<file path="src/rtl/pcm_tx_framer.sv">
module pcm_tx_framer #(
  parameter int CLK_DIV = 4
) (
  input  logic        clk,
  input  logic        rst_n,
  input  logic        en,
  input  logic        stby_n,
  input  logic        tx_on,
  input  logic [9:0]  frame_len,
  input  logic [9:0]  sync_len,
  input  logic        pack,
  input  logic        bclk_inv,
  input  logic        fs_inv,
  input  logic [31:0] chan_cfg,
  input  logic [31:0] s_data,
  input  logic        s_valid,
  output logic        s_ready,
  input  logic        sync_wr,
  output logic        sync_echo,
  input  logic        clr_req,
  output logic        fifo_clr,
  output logic        bclk,
  output logic        fsync,
  output logic        sdata,
  output logic        tx_err
);
  localparam int CW   = (CLK_DIV > 2) ? $clog2(CLK_DIV) : 1;
  localparam int HALF = CLK_DIV / 2;

  logic [CW-1:0] div_cnt;
  logic [2:0]    wake_cnt;
  logic          tick, run, active, fs_r, sd_r, sync_s1, clr_pend, clr_cnt;
  logic [9:0]    pos, nxt_pos;
  logic [31:0]   smp [2];

  assign tick = en && (div_cnt == CW'(CLK_DIV - 1));
  assign run  = tx_on && (wake_cnt == 3'd4);

  always_ff @(posedge clk or negedge rst_n)
    if (!rst_n)               div_cnt <= '0;
    else if (!en || tick)     div_cnt <= '0;
    else                      div_cnt <= div_cnt + 1'b1;

  always_ff @(posedge clk or negedge rst_n)
    if (!rst_n)                          wake_cnt <= '0;
    else if (!en || !stby_n)             wake_cnt <= '0;
    else if (tick && wake_cnt != 3'd4)   wake_cnt <= wake_cnt + 3'd1;

  assign nxt_pos = !active ? 10'd0 : (pos == frame_len) ? 10'd0 : pos + 10'd1;

  logic [15:0] ccfg [2];
  logic [1:0]  c_en, c_hit, c_in, c_ld, c_bit;
  logic [9:0]  c_off [2];
  logic [5:0]  c_w [2];
  logic [31:0] c_new [2], c_cur [2];
  logic [31:0] word;
  logic        fetch, nxt_bit;

  assign ccfg[0] = chan_cfg[31:16];
  assign ccfg[1] = chan_cfg[15:0];

  assign fetch   = pack ? (c_en[0] ? c_hit[0] : c_hit[1]) : |c_hit;
  assign s_ready = tick && run && fetch;
  assign word    = s_valid ? s_data : 32'd0;
  assign c_new[0] = pack ? {word[31:16], 16'h0} : word;
  assign c_new[1] = pack ? {word[15:0], 16'h0}  : word;

  always_comb
    for (int c = 0; c < 2; c++) begin
      c_en[c]  = ccfg[c][14];
      c_w[c]   = 6'd8 + {2'b0, ccfg[c][3:0]} + (ccfg[c][15] ? 6'd16 : 6'd0);
      c_off[c] = nxt_pos - ccfg[c][13:4];
      c_hit[c] = c_en[c] && (nxt_pos == ccfg[c][13:4]);
      c_in[c]  = c_en[c] && (nxt_pos >= ccfg[c][13:4]) && (c_off[c] < {4'b0, c_w[c]});
      c_ld[c]  = pack ? fetch : c_hit[c];
      c_cur[c] = c_ld[c] ? c_new[c] : smp[c];
      c_bit[c] = c_in[c] && (c_off[c] < 10'd32) && c_cur[c][5'd31 - c_off[c][4:0]];
    end

  assign nxt_bit = c_in[0] ? c_bit[0] : c_bit[1];

  always_ff @(posedge clk or negedge rst_n)
    if (!rst_n) begin
      active <= 1'b0; pos <= '0; sd_r <= 1'b0; fs_r <= 1'b0; tx_err <= 1'b0;
      smp[0] <= '0; smp[1] <= '0;
    end else if (!en) begin
      active <= 1'b0; pos <= '0; sd_r <= 1'b0; fs_r <= 1'b0; tx_err <= 1'b0;
    end else if (tick) begin
      if (!run) begin
        active <= 1'b0; pos <= '0; sd_r <= 1'b0; fs_r <= 1'b0;
      end else begin
        active <= 1'b1;
        pos    <= nxt_pos;
        sd_r   <= nxt_bit;
        fs_r   <= nxt_pos < sync_len;
        for (int c = 0; c < 2; c++)
          if (c_ld[c]) smp[c] <= c_new[c];
        if (fetch && !s_valid) tx_err <= 1'b1;
      end
    end

  always_ff @(posedge clk or negedge rst_n)
    if (!rst_n) begin
      sync_s1 <= 1'b0; sync_echo <= 1'b0;
    end else if (tick) begin
      sync_s1 <= sync_wr; sync_echo <= sync_s1;
    end

  always_ff @(posedge clk or negedge rst_n)
    if (!rst_n) begin
      clr_pend <= 1'b0; clr_cnt <= 1'b0; fifo_clr <= 1'b0;
    end else begin
      fifo_clr <= 1'b0;
      if (clr_req) begin
        clr_pend <= 1'b1; clr_cnt <= 1'b0;
      end else if (clr_pend && tick) begin
        if (clr_cnt) begin
          fifo_clr <= 1'b1; clr_pend <= 1'b0;
        end else clr_cnt <= 1'b1;
      end
    end

  assign bclk  = (en && div_cnt >= CW'(HALF)) ^ ~bclk_inv;
  assign fsync = fs_r ^ fs_inv;
  assign sdata = sd_r;
endmodule


</file>
<file path="config.mk">
export PLATFORM = sky130hd
export DESIGN_NAME = pcm_tx_framer
export DESIGN_NICKNAME = d
export VERILOG_FILES = /design/src/rtl/pcm_tx_framer.sv
export SDC_FILE = /design/constraint.sdc
export NUM_CORES = 1
export LEC_CHECK = 0
export ABC_AREA = 0
export BUFFER_PORTS_ARGS = -buffer_cell sky130_fd_sc_hd__buf_2
export CORE_MARGIN = 5
export CORE_UTILIZATION = 25
export DETAILED_ROUTE_END_ITERATION = 10
export SYNTH_ARGS = -nofsm -noshare
export SYNTH_HDL_FRONTEND = slang
export SYNTH_SLANG_ARGS = --single-unit
</file>
<file path="constraint.sdc">
create_clock -name clk -period 5.85 [get_ports clk]
set_clock_uncertainty 0.2 [all_clocks]
set_input_delay 0.585 -clock clk [delete_from_list [all_inputs] [get_ports clk]]
set_output_delay 0.585 -clock clk [all_outputs]
set_load 0.02 [all_outputs]
</file>
=== After elaboration in Yosys (flattened, before gate mapping) ===
Cells that the tools add are included.

* Add/subtract/negate cells: 11
* Order comparisons: 10
* Equality and inequality tests: 9
* Muxes and demuxes: 45
* Bitwise logic cells: 3
* Reductions and logical operators: 30

{| class="wikitable"
|+ Operators by type and width
! operator !! number
|-
| 2-to-1 mux 32 bit || 4
|-
| 2-to-1 mux 10 bit || 5
|-
| == test 10 bit || 3
|-
| 2-to-1 mux 1 bit || 28
|-
| greater-or-equal comparator 10 bit || 2
|-
| less-than comparator 10 x 6 -> 1 bit || 2
|-
| less-than comparator 10 x 6 -> 1 bit, second input constant || 2
|-
| subtractor 10 bit || 2
|-
| logical AND 1 bit || 18
|-
| 2-to-1 mux 16 bit || 1
|-
| adder 5 x 5 -> 6 bit || 2
|-
| less-than comparator 5 x 6 -> 1 bit, second input constant || 2
|-
| adder 10 x 1 -> 10 bit, second input constant || 1
|-
| adder 4 x 4 -> 5 bit, first input constant || 2
|-
| binary-select mux 1 bit (select 5 bit) || 2
|-
| less-than comparator 10 bit || 1
|-
| 2-to-1 mux 5 bit || 2
|-
| subtractor 5 bit, first input constant || 2
|-
| 2-to-1 mux 3 bit || 2
|-
| != test 2 x 1 -> 1 bit, second input constant || 3
|-
| AND reduction 3 bit || 2
|-
| nonzero test 2 bit || 3
|-
| adder 3 x 1 -> 3 bit, second input constant || 1
|-
| == test 3 bit, second input constant || 1
|-
| other kinds (11) || 15
|}

* Register bits after elaboration: 88
* Input port bits: 95
* Output and inout bits: 7
* Logic and storage cells: 122

=== Longest topological paths before layout ===
Gate-level depths: netlist of run 1.

* Depth after elaboration: 16
* Gate-level depth with buffers: 19
* Mapped depth without buffers: 18

=== Least setup slack after synthesis of run 1 ===
Ideal clock, no wire load.

* Path kind: input port to flip-flop
* From: input port frame_len[1]
* To: register sd_r, in the netlist sdata
* Setup time: 0.077 ns
* Data arrival time: 4.122 ns
* Data required time: 5.573 ns
* Setup slack: 1.451 ns
* Stages: 17
* Buffers on the path: 1
* Path through: xnor2_1 > nand4_1 > o41ai_1 > clkbuf_1 > nor2_1 > fa_1 > a21o_1 > a21oi_1 > xnor2_1 > ha_1 > a21o_1 > a2111oi_0 > o21ai_0 > or4_1 > nor3_1 > a22oi_1 > o21ai_1

* Cells in the longest elaborated chain, start to end: 16
* Elaborated cells between the ends (all ways): 40
* Classes of those cells: add/sub: 4; order compare: 6; eq/ne: 3; mux: 16; reduce/logical: 11

{| class="wikitable"
|+ Ends and longest elaborated chain
! item !! RTL line !! text
|-
| start, declared || 9 || <nowiki>input logic [9:0] frame_len,</nowiki>
|-
| == test 10 bit * || 49 || <nowiki>assign nxt_pos = !active ? 10'd0 : (pos == frame_len) ? 10'd0 : pos + 10'd1;</nowiki>
|-
| 2-to-1 mux 10 bit * (2 in a row) || 49 ||
|-
| parallel branches: the longest is 9 deep, another holds subtractor 10 bit || -- ||
|-
| 2-to-1 mux 1 bit * || 80 || <nowiki>assign nxt_bit = c_in[0] ? c_bit[0] : c_bit[1];</nowiki>
|-
| 2-to-1 mux 1 bit * || 89 || <nowiki>if (!run) begin</nowiki>
|-
| 2-to-1 mux 1 bit * || 88 || <nowiki>end else if (tick) begin</nowiki>
|-
| 2-to-1 mux 1 bit * || 86 || <nowiki>end else if (!en) begin</nowiki>
|-
| end signal, assigned || 94 || <nowiki>sd_r <= nxt_bit;</nowiki>
|-
| end, declared || 32 || <nowiki>logic tick, run, active, fs_r, sd_r, sync_s1, clr_pend, clr_cnt;</nowiki>
|}

Mark *: on every way between the ends. The select of a mux whose other input is x is not followed.
A chain may end at the register's enable or synchronous reset.

=== Final worst setup path of run 1 ===
* From: register pos[3]
* To: register sd_r, in the netlist sdata

* Cells in the longest elaborated chain, start to end: 16
* Elaborated cells between the ends (all ways): 41
* Classes of those cells: add/sub: 5; order compare: 6; eq/ne: 3; mux: 16; reduce/logical: 11

{| class="wikitable"
|+ Ends and longest elaborated chain
! item !! RTL line !! text
|-
| start, declared || 33 || <nowiki>logic [9:0] pos, nxt_pos;</nowiki>
|-
| start signal, assigned || 93 || <nowiki>pos <= nxt_pos;</nowiki>
|-
| adder 10 x 1 -> 10 bit or == test 10 bit (tied branches) || 49 ||
|-
| 2-to-1 mux 10 bit * (2 in a row) || 49 ||
|-
| parallel branches: the longest is 9 deep, another holds subtractor 10 bit || -- ||
|-
| 2-to-1 mux 1 bit * || 80 ||
|-
| 2-to-1 mux 1 bit * || 89 ||
|-
| 2-to-1 mux 1 bit * || 88 ||
|-
| 2-to-1 mux 1 bit * || 86 ||
|}

Marks and branches as above.

==> reports/results.txt, run 1 <==
Antenna Nets Post-Route -> 0
Post-cts sizing count -> 0
PortBufs -> 101
Gpl congestion -> 0.867
Switching Share -> 0.311
Postcts setup bufs -> 0
Slew @ Worst Pin -> 1190 ps
Part of the cycle the worst path needs -> 0.819
Routed wire per std cell -> 17.5 um
Top-Level Pins -> 102
Later-pin clock latency in the skew report -> 360 ps
Top FF cell, synth -> dfrtp_1
CTS Sinks -> 88
Number of distinct library cells after synthesis -> 70
Most used routing layer -> met2
Clk buf depth -> 2
RSZ-0062 raised after global routing -> false
ANT cells -> 0
Slew headroom -> 0.203
CTS Hold Buffers Added -> 1
H-tree depth -> 3
Crit Path Class -> flip-flop to flip-flop
Min-delay worst type -> primary input to flip-flop
Critical Path Fanout Max -> 11
Seq cells post-synth -> 88
Clock power share -> 0.409
Drt pass-1 iters -> 5
Drt first-iter violations -> 482
Dpl cell area -> 0.00738 mm^2
Syn Inst Count -> 775
Internal power -> 1030 uW
Largest net degree at the start of global routing -> 72
Fin Setup TNS -> 0 ps
Chip height -> 172 um
CTS clk-pin slew, worst paths -> 70 ps
CTS buffer count -> 9
Comb pwr share -> 0.175
Layout cells sized above 1 -> 0.189
Initial antenna violation count -> 0
Met2 usage -> 0.221
FMAX -> 209 MHz
Final hold vios -> 0
Die Wd -> 172 um
Synth-to-Final Area Change -> 17.5%
DRC violations left -> 0
Slew Viols, Final -> 0
Synth Net Count -> 918
Vias per inst -> 4.99
Share of the synthesized area in the top cell type -> 0.336
Post-Synthesis Cell Area -> 0.00655 mm^2
Die area -> 0.0295 mm^2
Sequential area share after synthesis -> 0.336
GRT overflow -> 0
Total number of vias -> 5979
Top-count cell post-synth -> nand2_1
Rows -> 59
Overall routing resource usage -> 0.142
Drt total wl -> 21.0 mm
Grt met1 use -> 0.203
Clk root buf -> clkbuf_16
Top cells by area, synth -> dfrtp_1 34%, ha_1 8.8%, nand2_1 8.1%, o21ai_0 5.2%, a22o_1 3.7%
Maximum VDD drop -> 143 uV
Placeable Area -> 0.0259 mm^2
CP top delay family -> compound AO/OA/AOI/OAI gates
Crit-path cells -> xnor2_1 > nand4_1 > o41ai_1 > buf_4 > or2_2 > ha_1 > inv_1 > fa_1 > a21o_1 > a21oi_1 > xnor2_1 > ha_1 > a21o_1 > a2111oi_0 > o21ai_0 > or4_1 > nor3_1 > a22oi_1 > o21ai_1
Vias in the first global route -> 5880
Sequential share of power -> 0.416
Setup violations, final -> 0
NetSw -> 463 uW
Avg Cell Area, Syn -> 8.45 um^2
Synth warn -> 0
First-pass GRT wire length -> 32.8 mm
Hpwl dp -> 15.9 mm
PwrDens -> 194 mW/mm^2
Slowest stage delay, CP -> 470 ps
CP required -> 5940 ps
Nets -> 1001
Critical path launch point type -> flip-flop
Final Instance Area -> 0.00770 mm^2
Post-synth ARST share -> 1.00
Post-Route Utilization -> 0.297
Fillers -> 2804
WP data arrival -> 4880 ps
CTS tree -> built
Kind of end point of the critical path -> flip-flop
Status -> complete, no violations
Tmin final -> 4790 ps
Initial core utilization -> 0.253
Crit-path slowest cell -> or4_1
Number of max-cap violations -> 0
Commonest cells post-synth -> 142 x nand2_1, 88 x dfrtp_1, 68 x o21ai_0
Leakage -> 0.00351 uW
EDFF count, synth -> 0
Crit path buf inv count -> 2
Met3 Use GR -> 0.0318
Synth area leader -> dfrtp_1
final timing paths:
kind	start	endpoint	slack, ps	cells after the start
setup / recovery	pos[3]	sdata	1060	19
hold / removal	clr_req	clr_cnt	200	2
setup reg to reg	pos[3]	sdata	1060	19
hold reg to reg	div_cnt[0]	div_cnt[0]	270	1
max in group asynchronous	rst_n	smp[48]	3790	3
min in group asynchronous	rst_n	sync_echo	430	2
power by group through the flow:
stage                     clock, uW  sequential (uW)  combinational, uW
after detailed placement          0              632                260
after global placement            0              632                258
after CTS                       624              620                262
after floorplan                   0              635                144
after global routing            648              621                291
final                           610              620                261
stage by stage:
| step | hold slack (ps) | power, uW | setup WS, ps | instances |
|---|---|---|---|---|
| after floorplan | 89.4 | 780 | 1450 | 775 |
| after global placement | 255 | 890 | 965 | 1181 |
| after detailed placement | 265 | 892 | 875 | 1181 |
| after CTS | 189 | 1510 | 1050 | 1198 |
| after global routing | 204 | 1560 | 687 | 1198 |
| final | 197 | 1490 | 1060 | 1198 |
cell type report:
type,instances,area (um^2),share of cell area
clock buffers,9,225,0.0293
inverters,56,210,0.0273
multi-input cells,591,3970,0.515
flip-flops and latches,88,2200,0.286
repair buffers,112,593,0.0770
well taps,335,419,0.0545
clock inverters,7,81.3,0.0106
per-layer routing:
layer / vias up / wire length [um] / share of wire
met5: - / 0 / 0
met4: 0 / 252 / 0.012
met3: 19 / 1670 / 0.080
met2: 209 / 9280 / 0.44
met1: 2840 / 9800 / 0.47
li1: 2911 / - / -
kinds of logic after synthesis:
| logic type | Yosys count | synth area share |
|---|---|---|
| mux | 38 | 0.0697 |
| simple gates | 264 | 0.182 |
| flops | 88 | 0.336 |
| xor+xnor | 31 | 0.0426 |
| compound gates | 210 | 0.216 |
| buf+inv | 96 | 0.0592 |
| fa+ha+maj | 48 | 0.0940 |
placed cells by master (no fill, tap or decap), drive strengths merged, types with 7 or more instances in the layout:
cell type / instances
o21ai: 69
xor2: 11
nand3: 24
dfrtp: 88
a21o: 10
clkbuf: 9
mux2i: 13
a22o: 28
a211oi: 9
o21a: 7
a21oi: 33
mux2: 21
ha: 46
buf: 111
xnor2: 20
nand2b: 7
o211ai: 8
nor2: 45
nand2: 142
nand4: 11
inv: 60
flip-flops by register name, summed over array words and instances, names as in the netlist:
signal	cells
active	1
clr_cnt	1
clr_pend	1
div_cnt	2
fifo_clr	1
fs_r	1
pos	10
sdata	1
smp	64
sync_echo	1
sync_s1	1
tx_err	1
wake_cnt	3
Note: power is estimated with default switching activity, not from simulation.
==> run 2, diff against run 1 <==
clock period = 4.3 ns   (was 5.85 ns; I/O delays follow)
==> run 2 against run 1 <==
Net effect: the run now ends with setup timing left; worst hold slack worse by 190 ps; clock-buffer cell count stayed put; utilization is 4.4 points higher; global-route usage is 0.49 points higher; critical path type unchanged; sequential cell count stayed put; die area stayed put; setup slack worse by 1100 ps; wire length is 4.7% higher; sequential power is 36% higher; cell area is 15% higher; largest power group is now the clock network.
==> reports/results.txt, run 2 (synthesis gave the netlist of run 1 again) <==
PwrDens -> 241 mW/mm^2 (+25%)
Crit-path slowest cell -> a22oi_2
Slew @ Worst Pin -> 1180 ps (-17.4 ps)
Nets -> 1102 (+10%)
Slew Viols, Final -> 0 (unchanged)
Clk root buf -> clkbuf_16
Max reg flops -> 64 (unchanged)
Crit Path Class -> flip-flop to flip-flop
Rows -> 59 (unchanged)
Crit-path cells -> buf_4 > buf_4 > and3_1 > nand3_1 > nor2_1 > and3_1 > xnor2_1 > nor2_4 > ha_4 > nand4_1 > nor3_1 > buf_4 > a22oi_2 > clkbuf_16 > nor2_1 > a211o_1 > o2111ai_1 > nand2_1 > a221oi_2 > buf_4 > o21ai_1
Min-delay worst type -> primary input to asynchronous set/reset pin
Fin Setup TNS -> -18.4 ps (-18.4 ps)
Clk buf depth -> 2 (unchanged)
Overall routing resource usage -> 0.147 (+0.00488)
CTS tree -> built
Drt first-iter violations -> 398 (-17%)
Drt pass-1 iters -> 5 (unchanged)
CTS clk-pin slew, worst paths -> 70 ps (about the same)
Layout cells sized above 1 -> 0.317 (+0.129)
PortBufs -> 101 (unchanged)
Antenna Nets Post-Route -> 0 (unchanged)
RSZ-0062 raised after global routing -> true
First-pass GRT wire length -> 33.9 mm (+3.3%)
Post-Route Utilization -> 0.341 (+0.0444)
Top cell by count, worst path -> buf_4
Crit path buf inv count -> 5 (+3)
FMAX -> 232 MHz (+11%)
Switching Share -> 0.298 (-0.0124)
Part of the cycle the worst path needs -> 1.00 (+0.185)
Slowest stage delay, CP -> 450 ps (-20 ps)
Placeable Area -> 0.0259 mm^2 (unchanged)
Flop2flop setup slack -> -20 ps (-1080 ps)
CP top delay family -> simple AND/OR/NAND/NOR gates
Finished Layout Cells -> 1299 (+8.4%)
Leading cell type in the layout, fill and taps excluded -> nand2_1
CTS buffer count -> 9 (unchanged)
DP Cell Count -> 1259 (+6.6%)
Biggest regs -> smp: 64 flops, pos: 10 flops, wake_cnt: 3 flops
NetSw -> 636 uW (+37%)
Maximum VDD drop -> 185 uV (+29%)
DRC violations left -> 0 (unchanged)
Chip height -> 172 um (unchanged)
CTS Hold Buffers Added -> 0 (-1)
Final setup margin -> -18.4 ps (-1080 ps)
Gpl congestion -> 0.854 (-1.5%)
CP required -> 4340 ps (-1600 ps)
Synth-to-Final Area Change -> 35.1%
Failing checks -> setup timing
Critical path launch point type -> flip-flop
WP data arrival -> 4360 ps (-520 ps)
Later-pin clock latency in the skew report -> 360 ps (about the same)
Top-Level Pins -> 102 (unchanged)
Kind of end point of the critical path -> flip-flop
Die Wd -> 172 um (unchanged)
GRT overflow -> 0 (unchanged)
Total number of vias -> 6329 (+5.9%)
Drt total wl -> 22.0 mm (+4.7%)
CTS Sinks -> 88 (unchanged)
Status -> finished with violations
Clock power share -> 0.406 (-0.003)
Number of max-cap violations -> 0 (unchanged)
Slew headroom -> 0.214 (+0.0116)
Internal power -> 1500 uW (+46%)
Vias per inst -> 4.87 (-2.4%)
Biggest register -> smp
Sequential share of power -> 0.395 (-0.021)
Hpwl dp -> 16.6 mm (+3.9%)
ANT cells -> 0 (unchanged)
Routed wire per std cell -> 16.9 um (-3.5%)
Initial core utilization -> 0.253 (unchanged)
H-tree depth -> 3 (unchanged)
Leakage -> 0.00410 uW (+17%)
Final hold vios -> 0 (unchanged)
Critical Path Fanout Max -> 7 (-4)
Comb pwr share -> 0.198 (+0.023)
Initial antenna violation count -> 0 (unchanged)
Setup violations, final -> 1 (+1)
Vias in the first global route -> 6219 (+5.8%)
Tmin final -> 4320 ps (-472 ps)
Most frequent cells in the layout -> 140 x nand2_1, 103 x buf_4, 100 x buf_2, 88 x dfrtp_1, 65 x o21ai_0
Largest net degree at the start of global routing -> 71 (-1.4%)
Fillers -> 2725 (-2.8%)
Die area -> 0.0295 mm^2 (unchanged)
run 2: changes by cell type in the layout (fill, tap and decap cells not counted), moves of 3 or more:
cell     delta
buf_4      +92
nor2_1      -8
ha_1        -7
ha_4        +7
buf_12      +6
nor2_2      +5
a21oi_1     -3
a21oi_2     +3
nor2_4      +3
o21ai_0     -3
o21ai_1     +3
run 2: power groups by stage:
stage               combinational [uW]  sequential, uW  clock, uW
finish                             423             844        867
detailed placement                 391             861          0
CTS                                411             844        889
floorplan                          196             864          0
global route                       467             845        919
global placement                   388             859          0
run 2: stage by stage:
stage | power, uW | cell area, um^2 | hold WS, ps | worst slack [ps]
floorplan | 1060 | 6550 | -65.6 | 14.2
global placement | 1250 | 8030 | 244 | -215
detailed placement | 1250 | 8030 | 251 | -333
CTS | 2140 | 8540 | 33.0 | -7.46
global route | 2230 | 8850 | 47.3 | -186
finish | 2130 | 8850 | 7.03 | -18.4
run 2: worst paths after layout:
| kind | to | depth (start not counted) | start |
|---|---|---|---|
| max | sdata | 21 | pos[1] |
| min | sync_echo | 1 | rst_n |
| max reg2reg | sdata | 21 | pos[1] |
| min reg2reg | div_cnt[0] | 1 | div_cnt[0] |
| max in group asynchronous | smp[59] | 2 | rst_n |
| min in group clk | clr_cnt | 2 | clr_req |
run 2: area by class of cell:
class	instances	area (um^2)	area share
Multi-Input combinational cell	591	4230	0.478
Sequential cell	88	2200	0.249
Timing Repair Buffer	213	1470	0.166
Tap cell	335	419	0.0474
Clock buffer	9	225	0.0255
Inverter	56	210	0.0238
Clock inverter	7	95.1	0.0107
run 2: worst register-to-register path: cells and delay by family, from the launching register on:
kind                     cells  cell delay, ps
AND/OR/NAND/NOR              9            1170
flip-flops                   1             390
adder cells (fa/ha/maj)      1             240
buffers and inverters        5             860
AO/OA/AOI/OAI                5            1170
XOR/XNOR                     1             150
run 2: routing by layer:
metal,part of all wire,GRT usage,up-vias
met5,0,0,-
met4,0.012,0.0270,0
met3,0.079,0.0400,18
met2,0.45,0.229,210
met1,0.45,0.206,2978
li1,-,-,3123
run 2: timing repair:
action / in CTS / in global routing
pin swaps: 17 / 33
buffers inserted: 12 / 10
setup endpoints to repair: 1 / 2
endpoints found under the hold margin: 0 / 0
resized for setup: 22 / 34
gates cloned: 0 / 2
